**src/rtl/rsc_pkg.sv**
```systemverilog
`timescale 1ns/1ps
package rsc_pkg;

    localparam int ADDR_W = 3;

    typedef enum logic [1:0] {
        ST_RESET = 2'd0,
        ST_RUN   = 2'd1,
        ST_PAUSE = 2'd3
    } run_state_e;

    // register word addresses
    localparam logic [ADDR_W-1:0] RA_STATE = 3'd0;
    localparam logic [ADDR_W-1:0] RA_OPER  = 3'd1;
    localparam logic [ADDR_W-1:0] RA_CERR  = 3'd2;
    localparam logic [ADDR_W-1:0] RA_IRQEN = 3'd3;
    localparam logic [ADDR_W-1:0] RA_BERR  = 3'd4;
    localparam logic [ADDR_W-1:0] RA_SWRST = 3'd5;

    // bit positions inside the state register
    localparam int VALID_BIT = 2;
    localparam int MST_BIT   = 4;
    localparam int ILL_BIT   = 5;

    // field positions shared by flag and enable registers
    localparam int OPER_LSB = 4;
    localparam int OPER_W   = 8;
    localparam int CERR_LSB = 2;
    localparam int SVC_LSB  = 8;
    localparam int BERR_LSB = 12;

    typedef struct packed {
        logic                  wr;
        logic [ADDR_W-1:0]     addr;
        logic [31:0]           data;
    } bus_req_t;

    function automatic logic code_legal(input logic [1:0] code);
        return code != 2'd2;
    endfunction

endpackage

```
**src/rtl/rsc_state_ctl.sv**
```systemverilog
`timescale 1ns/1ps
module rsc_state_ctl
    import rsc_pkg::*;
#(
    parameter int SETTLE = 6
) (
    input  logic       clk,
    input  logic       rst,
    input  logic       req_wr,
    input  logic [1:0] req_code,
    input  logic       force_rst,
    output run_state_e cur_state,
    output logic       valid,
    output logic       illegal,
    output logic       accept
);
    localparam int CNT_W = $clog2(SETTLE + 1);

    logic [CNT_W-1:0] cnt;
    run_state_e       pend;

    assign valid  = (cnt == '0);
    assign accept = req_wr && valid && code_legal(req_code) && !force_rst;

    always_ff @(posedge clk) begin
        if (rst) begin
            cnt       <= '0;
            cur_state <= ST_RESET;
            pend      <= ST_RESET;
            illegal   <= 1'b0;
        end else if (force_rst) begin
            cnt       <= CNT_W'(SETTLE);
            cur_state <= ST_RESET;
            pend      <= ST_RESET;
            illegal   <= 1'b0;
        end else if (accept) begin
            pend <= run_state_e'(req_code);
            cnt  <= CNT_W'(SETTLE);
        end else begin
            if (req_wr)
                illegal <= 1'b1;
            if (cnt != '0) begin
                cnt <= cnt - CNT_W'(1);
                if (cnt == CNT_W'(1))
                    cur_state <= pend;
            end
        end
    end

endmodule

```
**src/rtl/rsc_flag_bank.sv**
```systemverilog
`timescale 1ns/1ps
module rsc_flag_bank #(
    parameter int           W      = 8,
    parameter logic [W-1:0] PRESET = '0
) (
    input  logic         clk,
    input  logic         rst,
    input  logic         bulk_clr,
    input  logic [W-1:0] set_vec,
    input  logic [W-1:0] w1c_vec,
    output logic [W-1:0] flags
);
    always_ff @(posedge clk) begin
        if (rst || bulk_clr)
            flags <= PRESET;
        else
            flags <= (flags & ~w1c_vec) | set_vec;
    end
endmodule

```
**src/rtl/rsc_irq_merge.sv**
```systemverilog
`timescale 1ns/1ps
module rsc_irq_merge #(
    parameter int CERR_W = 5,
    parameter int BERR_W = 3
) (
    input  logic [CERR_W-1:0] cerr,
    input  logic [CERR_W-1:0] cerr_en,
    input  logic [1:0]        svc,
    input  logic [1:0]        svc_en,
    input  logic [BERR_W-1:0] berr,
    input  logic [BERR_W-1:0] berr_en,
    output logic              irq
);
    localparam int N = CERR_W + 2 + BERR_W;

    logic [N-1:0] src;
    logic [N-1:0] msk;

    assign src = {berr, svc, cerr};
    assign msk = {berr_en, svc_en, cerr_en};

    logic [N-1:0] hit;
    for (genvar i = 0; i < N; i++) begin : g_hit
        assign hit[i] = src[i] & msk[i];
    end

    assign irq = |hit;
endmodule

```
**src/rtl/rsc_ctl.sv**
```systemverilog
`timescale 1ns/1ps
module rsc_ctl
    import rsc_pkg::*;
#(
    parameter int SETTLE = 6,
    parameter int DATA_W = 32,
    parameter int CERR_W = 5,
    parameter int BERR_W = 3
) (
    input  logic              clk,
    input  logic              rst,
    input  logic              bus_wr,
    input  logic [ADDR_W-1:0] bus_addr,
    input  logic [DATA_W-1:0] bus_wdata,
    output logic [DATA_W-1:0] bus_rdata,
    input  logic              eng_out_nempty,
    input  logic              eng_in_nempty,
    input  logic              eng_out_full,
    input  logic              eng_out_svc,
    input  logic              eng_in_svc,
    input  logic              eng_out_done,
    input  logic              eng_in_done,
    input  logic [CERR_W-1:0] eng_core_err,
    input  logic [BERR_W-1:0] eng_bus_err,
    input  logic              eng_master_ok,
    output logic [1:0]        eng_state,
    output logic              irq
);
    localparam logic [DATA_W-1:0] EN_MASK =
        (((DATA_W'(1) << CERR_W) - DATA_W'(1)) << CERR_LSB) |
        (DATA_W'(3) << SVC_LSB) |
        (((DATA_W'(1) << BERR_W) - DATA_W'(1)) << BERR_LSB);

    bus_req_t req;
    assign req.wr   = bus_wr;
    assign req.addr = bus_addr;
    assign req.data = 32'(bus_wdata);

    logic wr_state, wr_oper, wr_cerr, wr_en, swr;
    assign wr_state = req.wr && (req.addr == RA_STATE);
    assign wr_oper  = req.wr && (req.addr == RA_OPER);
    assign wr_cerr  = req.wr && (req.addr == RA_CERR);
    assign wr_en    = req.wr && (req.addr == RA_IRQEN);
    assign swr      = req.wr && (req.addr == RA_SWRST) && req.data[0];

    // operating state and settling window
    run_state_e cur_state;
    logic       st_valid, st_illegal, st_accept;

    rsc_state_ctl #(.SETTLE(SETTLE)) u_state (
        .clk       (clk),
        .rst       (rst),
        .req_wr    (wr_state),
        .req_code  (req.data[1:0]),
        .force_rst (swr),
        .cur_state (cur_state),
        .valid     (st_valid),
        .illegal   (st_illegal),
        .accept    (st_accept)
    );

    assign eng_state = cur_state;

    // operational flags, bits 11:4 of their register
    logic [OPER_W-1:0] oper_set, oper_clr, oper_q;
    assign oper_set = {eng_in_done, eng_out_done, eng_in_svc, eng_out_svc,
                       1'b0, eng_out_full, eng_in_nempty, eng_out_nempty};
    assign oper_clr = wr_oper ? req.data[OPER_LSB +: OPER_W] : '0;

    rsc_flag_bank #(.W(OPER_W), .PRESET({OPER_W{1'b1}})) u_oper (
        .clk      (clk),
        .rst      (rst),
        .bulk_clr (swr),
        .set_vec  (oper_set),
        .w1c_vec  (oper_clr),
        .flags    (oper_q)
    );

    // core error flags
    logic [CERR_W-1:0] cerr_clr, cerr_q;
    assign cerr_clr = wr_cerr ? req.data[CERR_LSB +: CERR_W] : '0;

    rsc_flag_bank #(.W(CERR_W), .PRESET('0)) u_cerr (
        .clk      (clk),
        .rst      (rst),
        .bulk_clr (swr),
        .set_vec  (eng_core_err),
        .w1c_vec  (cerr_clr),
        .flags    (cerr_q)
    );

    // bus error flags: wiped by a reset-code transition
    logic berr_wipe;
    logic [BERR_W-1:0] berr_q;
    assign berr_wipe = swr || (st_accept && req.data[1:0] == ST_RESET);

    rsc_flag_bank #(.W(BERR_W), .PRESET('0)) u_berr (
        .clk      (clk),
        .rst      (rst),
        .bulk_clr (berr_wipe),
        .set_vec  (eng_bus_err),
        .w1c_vec  ('0),
        .flags    (berr_q)
    );

    // interrupt enables
    logic [DATA_W-1:0] en_q;
    logic              en_any;
    always_ff @(posedge clk) begin
        if (rst)
            en_q <= '0;
        else if (wr_en)
            en_q <= bus_wdata & EN_MASK;
    end
    assign en_any = |en_q;

    rsc_irq_merge #(.CERR_W(CERR_W), .BERR_W(BERR_W)) u_irq (
        .cerr    (cerr_q),
        .cerr_en (en_q[CERR_LSB +: CERR_W]),
        .svc     (oper_q[SVC_LSB-OPER_LSB +: 2]),
        .svc_en  (en_q[SVC_LSB +: 2]),
        .berr    (berr_q),
        .berr_en (en_q[BERR_LSB +: BERR_W]),
        .irq     (irq)
    );

    // read port
    always_comb begin
        bus_rdata = '0;
        case (bus_addr)
            RA_STATE: begin
                bus_rdata[1:0]       = cur_state;
                bus_rdata[VALID_BIT] = st_valid;
                bus_rdata[MST_BIT]   = eng_master_ok;
                bus_rdata[ILL_BIT]   = st_illegal;
            end
            RA_OPER:  bus_rdata[OPER_LSB +: OPER_W] = oper_q;
            RA_CERR:  bus_rdata[CERR_LSB +: CERR_W] = cerr_q;
            RA_IRQEN: bus_rdata = en_q;
            RA_BERR:  bus_rdata[BERR_W-1:0] = berr_q;
            default:  bus_rdata = '0;
        endcase
    end

endmodule

```
**config.mk**
```make
export PLATFORM = sky130hd
export DESIGN_NAME = rsc_ctl
export DESIGN_NICKNAME = d
export VERILOG_FILES = /design/src/rtl/rsc_pkg.sv /design/src/rtl/rsc_state_ctl.sv /design/src/rtl/rsc_flag_bank.sv /design/src/rtl/rsc_irq_merge.sv /design/src/rtl/rsc_ctl.sv
export SDC_FILE = /design/constraint.sdc
export NUM_CORES = 1
export LEC_CHECK = 0
export CORE_MARGIN = 1.5
export CORE_UTILIZATION = 40
export CTS_BUF_LIST = sky130_fd_sc_hd__clkbuf_16
export CTS_CLUSTER_DIAMETER = 30
export DETAILED_ROUTE_END_ITERATION = 12
export DONT_BUFFER_PORTS = 1
export PLACE_DENSITY_LB_ADDON = 0.2
export SLEW_MARGIN = 10
export SYNTH_ARGS = -nofsm -noshare
export SYNTH_HDL_FRONTEND = slang
export SYNTH_SLANG_ARGS = --single-unit
```
**constraint.sdc**
```tcl
create_clock -name clk -period 1.7 [get_ports clk]
set_clock_uncertainty 0.05 [all_clocks]
set_input_delay 0.255 -clock clk [delete_from_list [all_inputs] [get_ports clk]]
set_output_delay 0.255 -clock clk [all_outputs]
set_load 0.005 [all_outputs]
```
==> impl_results.md, run 1 <==
* Net Sw Frac at 0.222
* Max-Cap Viols at 0
* DR WL/cell at 16.5 um
* Final min period at 1.62 ns
* Most used DFF post-synth: dfxtp_1
* Critical Path AT at 1.31 ns
* Netlist area before placement at roughly 0.0018 mm^2
* Detail Route Antenna Nets at 0
* FP Rows at 23
* Cell area power density at 962 mW/mm^2
* Synth area leader: dfxtp_1
* First-pass GRT wire length at 6.89 mm
* Total gr overflow at 0
* Input/output buffers at 0
* CP Cell Sequence: or4_4, nor2_4, a311o_1
* CP max stage delay at 0.47 ns
* Fmax achieved at 619 MHz
* Setup bufs post-CTS at 0
* Drt via density at 5.58
* R2r startpoint: u_state.cnt[0]
* Initial Util at 0.426
* Max stage delay cell, worst path: or4_4
* P&R area growth vs syn at 8.07%
* Crit Path Class: reg2out
* Storage element area at 681 um^2
* Die area at around 0.0048 mm^2
* Largest net degree at the start of global routing at 20
* Gr usage total at 0.182
* Final Cycle Share at 0.951
* Root Driver: clkbuf_16
* RSZ-0062 raised after global routing: no
* FFs w/ async S/R, synth at 0
* Worst Hold Class: in2reg
* Register bit total from synthesis at 34
* CTS Sinks at 34
* Post-DP Area at 0.00174 mm^2
* Hold WS at 0.0249 ns
* Clock group share of total power at 0.455
* Footprint of the multi-input gates at 955 um^2
* Height of the chip at 69.2 um
* Status: finished clean
* GP Congestion at 0.755
* Placed Cells at 248
* P_leak at 0.714 nW
* Sequential share of power at 0.464
* Fillers at 429
* Final WL at 4.23 mm
* Worst Hold End: u_oper.flags[0]
* Worst-Skew Late Latency at 0.27 ns
* Hold path depth at 1
* Fin Setup TNS at 0 ns
* Core ar. at ~0.004 mm^2
* Final net count at 260
* Critical path peak fanout at 5
* Synth area leaders: dfxtp_1, buf_4, nand2_1, mux2i_1, nor2_1
* H-tree depth at 2
* Critical path launch point type: register
* EDFF count, synth at 0
* Combinational Power Share at 0.081
* Fin area at roughly 0.0019 mm^2
* Reg-to-Reg End: u_state.cnt[1]
* R2r setup slk at roughly 0.13 ns
* Yosys warns at 0
* Hold Fails Final Rpt at 0
* Distinct cells, synth at 40
* Die width at approximately 69 um
* Avg Inst Size Synth at 8.59 um^2
* Hold path start: eng_out_nempty
* Drt drc at 0
* CTS tree: yes
* Max Buffers Root-to-Sink at 2
* Via count at 1433
* CTS buffer count at 5
* Drt first pass iters at 4
* Final core utilization at 0.460
* DRT iter0 DRCs at 35
* R2r worst-path depth at 3
* Data required, critical path at ~1.4 ns
* Least-Margin Pin Slew at 0.545 ns
* WP buf/inv at 0
* Pint at 1.42 mW
* Sequential area share after synthesis at 0.388
* Net Sw Power at 0.404 mW
* Layout cells sized above 1 at 0.0966
* Initial antenna violation count at 0
* Setup Viol. Count Final at 0
* Worst vdd ir at 0.465 mV
* # diodes at 0
* Vias in the first global route at 1462
* Hpwl dp at between 3 and 4 mm
* Critical Path Sink Type: output port
* Max Slew Vio Count at 0
* Gate count of the mapped netlist at 204
* CP delay by family, top: simple AND/OR/NAND/NOR gates
* Slew HR at 0.636
* Reg clk slew, reported paths at 0.05 ns
* I/O pins at 89
* Fin cells at approximately 260
* Yosys top cell area share at 0.388
[final cells by class]
cell class              count  share of cell area
inverters                   3             0.00594
clock buffers               5              0.0661
clock inverters             3             0.00661
repair buffers              6              0.0251
well taps                  50              0.0330
multi-input cells         156               0.504
flip-flops and latches     34               0.359
[Yosys cell counts, drive strengths merged (2+ instances only)]
cell,number
dfxtp,34
nand2,29
buf,21
nor2,17
a21oi,12
mux2i,9
nor3,8
nor3b,8
a211o,7
and3,6
clkbuf,6
nor2b,5
a211oi,4
a22oi,4
a31oi,3
inv,3
o21ai,3
or4,3
and2,2
mux4,2
nand4b,2
or2,2
[through the flow]
stage | worst slack [ns] | power (mW)
final | 0.0834 | 1.82
after global routing | 0.0583 | 1.89
after CTS | 0.0822 | 1.84
after detailed placement | 0.0515 | 0.999
after global placement | 0.0701 | 0.995
after floorplan | 0.0376 | 1.01
[sequential cells by signal, summed over array words and instances, names as in the netlist]
name / count
u_berr.flags: 3
en_q: 10
u_state.pend: 2
u_oper.flags: 8
u_cerr.flags: 5
u_state.cur_state: 2
u_state.illegal: 1
u_state.cnt: 3
[worst max-delay path by stage]
stage | start | end | slack [ns] | depth (start not counted)
6_report | u_state.cnt[0] | bus_rdata[2] | 0.08 | 3
5_1_grt | u_state.cnt[0] | bus_rdata[2] | 0.06 | 3
4_1_cts | u_state.cnt[0] | bus_rdata[2] | 0.08 | 3
3_5_place_dp | u_state.cnt[0] | u_state.cnt[2] | 0.05 | 3
3_3_place_gp | u_state.cnt[0] | u_state.cnt[1] | 0.07 | 3
2_1_floorplan | bus_addr[1] | u_state.cnt[1] | 0.04 | 4
[worst register-to-register path: cells and delay by family (launching register included)]
| family | cells | cell delay (ns) |
|---|---|---|
| simple gates | 2 | 0.97 |
| flops | 1 | 0.31 |
| compound gates | 1 | 0.16 |
[kinds of logic after synthesis]
group,share of synthesized area
muxes,0.0835
AOI/OAI and AO/OA,0.152
other,0.00214
and+or+nand+nor,0.268
DFF,0.388
buffers and inverters,0.106
[power groups by stage]
stage / clock network [mW] / registers [mW] / logic [mW]
2_1_floorplan: 0 / 0.855 / 0.158
3_3_place_gp: 0 / 0.860 / 0.135
3_5_place_dp: 0 / 0.861 / 0.138
4_1_cts: 0.845 / 0.845 / 0.147
5_1_grt: 0.883 / 0.847 / 0.165
6_report: 0.830 / 0.845 / 0.148
[repair_timing]
item | CTS | global route
hold buffers | 1 | 0
gates resized for setup | 2 | 0
setup endpoints to repair | 1 | 0
hold endpoints to repair | 12 | 0
[cell usage in the layout, fill, tap and decap left out, types with 2 or more instances in the layout]
cell       synthesis  layout
a31oi_1            3       3
nor2b_1            5       5
or4_4              2       2
nor3b_1            8       8
nor2_1            17      16
a21oi_1           12      12
nand4b_1           2       2
nor3_1             8       8
and3_1             6       6
a22oi_1            4       4
mux4_2             2       2
o21ai_0            3       3
a211o_1            7       7
buf_4             17       5
conb_1             1      17
mux2i_1            9       9
dfxtp_1           34      34
nand2_1           29      29
and2_1             2       2
a211oi_1           4       4
or2_2              2       2
clkbuf_16          0       5
inv_1              3       4
[layer usage]
| metal | vias to the layer above | track usage | routed length [um] |
|---|---|---|---|
| met4 | 0 | 0.0654 | 42 |
| li1 | 699 | - | - |
| met1 | 672 | 0.215 | 1760 |
| met2 | 58 | 0.304 | 2040 |
| met5 | - | 0 | 0 |
| met3 | 4 | 0.0654 | 381 |
(Power assumes the default switching activity.)
==> inputs of run 2 (changes only) <==
CORE_UTILIZATION = 56   (was 40)
==> run 2 against run 1 <==
Against the previous run:
- clock power up 2%
- first-iteration DRC count increased by 66%
- die area down 27%
- non-clock buffer count grew 1
- global-route usage increased by 7.2 points
- critical path depth unchanged
- sequential share of layout area grew 0.26 points
- clock-buffer cell count stayed put
- routed wire length shrank 4.2%
- core utilization is 17 points higher
- final cell count down 6.2%
- largest cell class unchanged
==> impl_results.md, run 2 (synthesis gave the netlist of run 1 again) <==
* Critical path launch point type: register
* Critical Path Sink Type: output port
* P_leak at 0.719 nW (+0.75%)
* Vias in the first global route at 1404 (-4.0%)
* R2r worst-path depth at 3 (unchanged)
* Final Cycle Share at 0.961 (+0.0101)
* Reg-to-Reg End: u_state.cnt[2]
* Max Buffers Root-to-Sink at 2 (unchanged)
* Gr usage total at 0.254 (+0.0719)
* Most common cell after layout, fill and taps aside: dfxtp_1
* First-pass GRT wire length at 6.47 mm (-6.0%)
* Fin cells at 241 (-6.2%)
* Drt first pass iters at 4 (unchanged)
* DRT iter0 DRCs at 58 (+66%)
* Data required, critical path at 1.39 ns (about the same)
* H-tree depth at 2 (unchanged)
* # diodes at 0 (unchanged)
* Worst-Skew Late Latency at 0.28 ns (about the same)
* Combinational Power Share at 0.080 (about the same)
* Reg clk slew, reported paths at 0.05 ns (about the same)
* Hold Fails Final Rpt at 0 (unchanged)
* Final WL at 4.05 mm (-4.2%)
* CTS tree: yes
* DR WL/cell at 16.8 um (+2.1%)
* Total gr overflow at 0 (unchanged)
* Critical Path AT at 1.33 ns (+0.02 ns)
* CTS Sinks at 34 (unchanged)
* Die area at 0.00348 mm^2 (-27%)
* Storage element area at 681 um^2 (unchanged)
* Height of the chip at 59.0 um (-15%)
* Fillers at 265 (-38%)
* Fin Setup TNS at 0 ns (unchanged)
* Max Slew Vio Count at 0 (unchanged)
* Critical path peak fanout at 5 (unchanged)
* R2r startpoint: u_state.cnt[0]
* Footprint of the multi-input gates at 955 um^2 (unchanged)
* Largest regs: en_q: 10 flops, u_oper.flags: 8 flops, u_cerr.flags: 5 flops
* Crit Path Class: reg2out
* Largest net degree at the start of global routing at 20 (unchanged)
* Net Sw Frac at 0.229 (+0.00679)
* DP Worst Slack at 0.0339 ns (-0.0177 ns)
* Commonest non-fill, non-tap cells in the layout: dfxtp_1, nand2_1, conb_1
* Final net count at 261 (+0.38%)
* Initial Util at 0.584 (+0.158)
* Biggest register: en_q
* Critical path endpoint: bus_rdata[2]
* Largest register FFs at 10 (unchanged)
* Crit path from: u_state.cnt[0]
* Cell area power density at 978 mW/mm^2 (+1.7%)
* Setup Viol. Count Final at 0 (unchanged)
* RSZ-0062 raised after global routing: no
* Net Sw Power at 0.420 mW (+4.0%)
* I/O pins at 89 (unchanged)
* Via count at 1454 (+1.5%)
* Drt drc at 0 (unchanged)
* Layout cells sized above 1 at 0.101 (+0.00434)
* Setup bufs post-CTS at 0 (unchanged)
* Clock group share of total power at 0.461 (+0.006)
* Status: finished clean
* Placed Cells at 232 (-6.5%)
* Sequential share of power at 0.459 (-0.005)
* Die width at 59.0 um (-15%)
* Drt via density at 6.03 (+8.2%)
* R2r setup slk at 0.12 ns (about the same)
* GP Congestion at 0.808 (+7.0%)
* Final min period at 1.63 ns (+0.0172 ns)
* FP Rows at 20 (-13%)
* Input/output buffers at 0 (unchanged)
* Fin worst setup slack at 0.0662 ns (-0.0172 ns)
* Root Driver: clkbuf_16
* Initial antenna violation count at 0 (unchanged)
* P&R area growth vs syn at 7.28%
* CTS buffer count at 5 (unchanged)
* Worst vdd ir at 0.593 mV (+27%)
* Max-Cap Viols at 0 (unchanged)
* Pint at 1.42 mW (about the same)
* Total Power at 1.84 mW (+0.94%)
* Hpwl dp at 2.94 mm (-3.9%)
* Worst Hold Class: in2reg
* Core ar. at 0.00300 mm^2 (-27%)
* Fmax achieved at 612 MHz (-1.1%)
* Detail Route Antenna Nets at 0 (unchanged)
==> run 2: cell types whose count changed in the layout (fill, tap and decap cells not counted) <==
cell,previous run,this run
buf_4,5,6
==> run 2: repair_timing <==
| action | 4_1_cts | 5_1_grt |
|---|---|---|
| endpoints found under the setup margin | 1 | 0 |
| gates resized for setup | 2 | 0 |
| endpoints found under the hold margin | 12 | 0 |
| hold buffers | 1 | 0 |
==> run 2: final cells by class <==
class,count,area share
inverters,3,0.00599
clock buffers,5,0.0665
clock inverters,3,0.00665
repair buffers,7,0.0293
flip-flops and latches,34,0.362
well taps,33,0.0220
multi-input cells,156,0.508
==> run 2: through the flow <==
| stage | util | hold WS, ns | cell area [um^2] |
|---|---|---|---|
| after global placement | 0.575 | 0.276 | 1730 |
| after CTS | 0.626 | 0.0184 | 1880 |
| after floorplan | - | 0.274 | 1810 |
| after global routing | 0.626 | 0.0184 | 1880 |
| final | 0.626 | 0.0182 | 1880 |
| after detailed placement | 0.575 | 0.278 | 1730 |
==> run 2: how the worst min path moves through the flow <==
stage	from	end	slack, ns	cells past startpoint
2_1_floorplan	rst	u_state.cnt[1]	0.27	1
3_3_place_gp	rst	en_q[6]	0.28	1
3_5_place_dp	rst	en_q[2]	0.28	1
4_1_cts	eng_out_full	u_oper.flags[2]	0.02	1
5_1_grt	eng_out_nempty	u_oper.flags[0]	0.02	1
6_report	eng_out_full	u_oper.flags[2]	0.02	1
==> run 2: layer usage <==
metal | global-route usage | share of wire | vias up
met5 | 0 | 0 | -
met4 | 0.0974 | 0.015 | 0
met3 | 0.0879 | 0.065 | 7
met2 | 0.414 | 0.50 | 47
met1 | 0.308 | 0.42 | 697
li1 | - | - | 703
==> run 2: worst max-delay path, cell delays in order, from the launching register on <==
cell and delay, ns:
dfxtp_1 0.31, or4_4 0.46, nor2_4 0.11, a311o_1 0.17
==> run 2: power by group through the flow <==
| stage | Clock, mW | Sequential, mW | Combinational [mW] |
|---|---|---|---|
| floorplan | 0 | 0.855 | 0.158 |
| global route | 0.890 | 0.847 | 0.165 |
| global placement | 0 | 0.860 | 0.134 |
| CTS | 0.855 | 0.845 | 0.146 |
| finish | 0.848 | 0.845 | 0.147 |
| detailed placement | 0 | 0.861 | 0.137 |
==> inputs of run 3 (changes only) <==
ABC_AREA = 0   (was not set)
==> results of run 3 <==
Same layout as run 2: the final DEF is identical, and so are final timing and power.
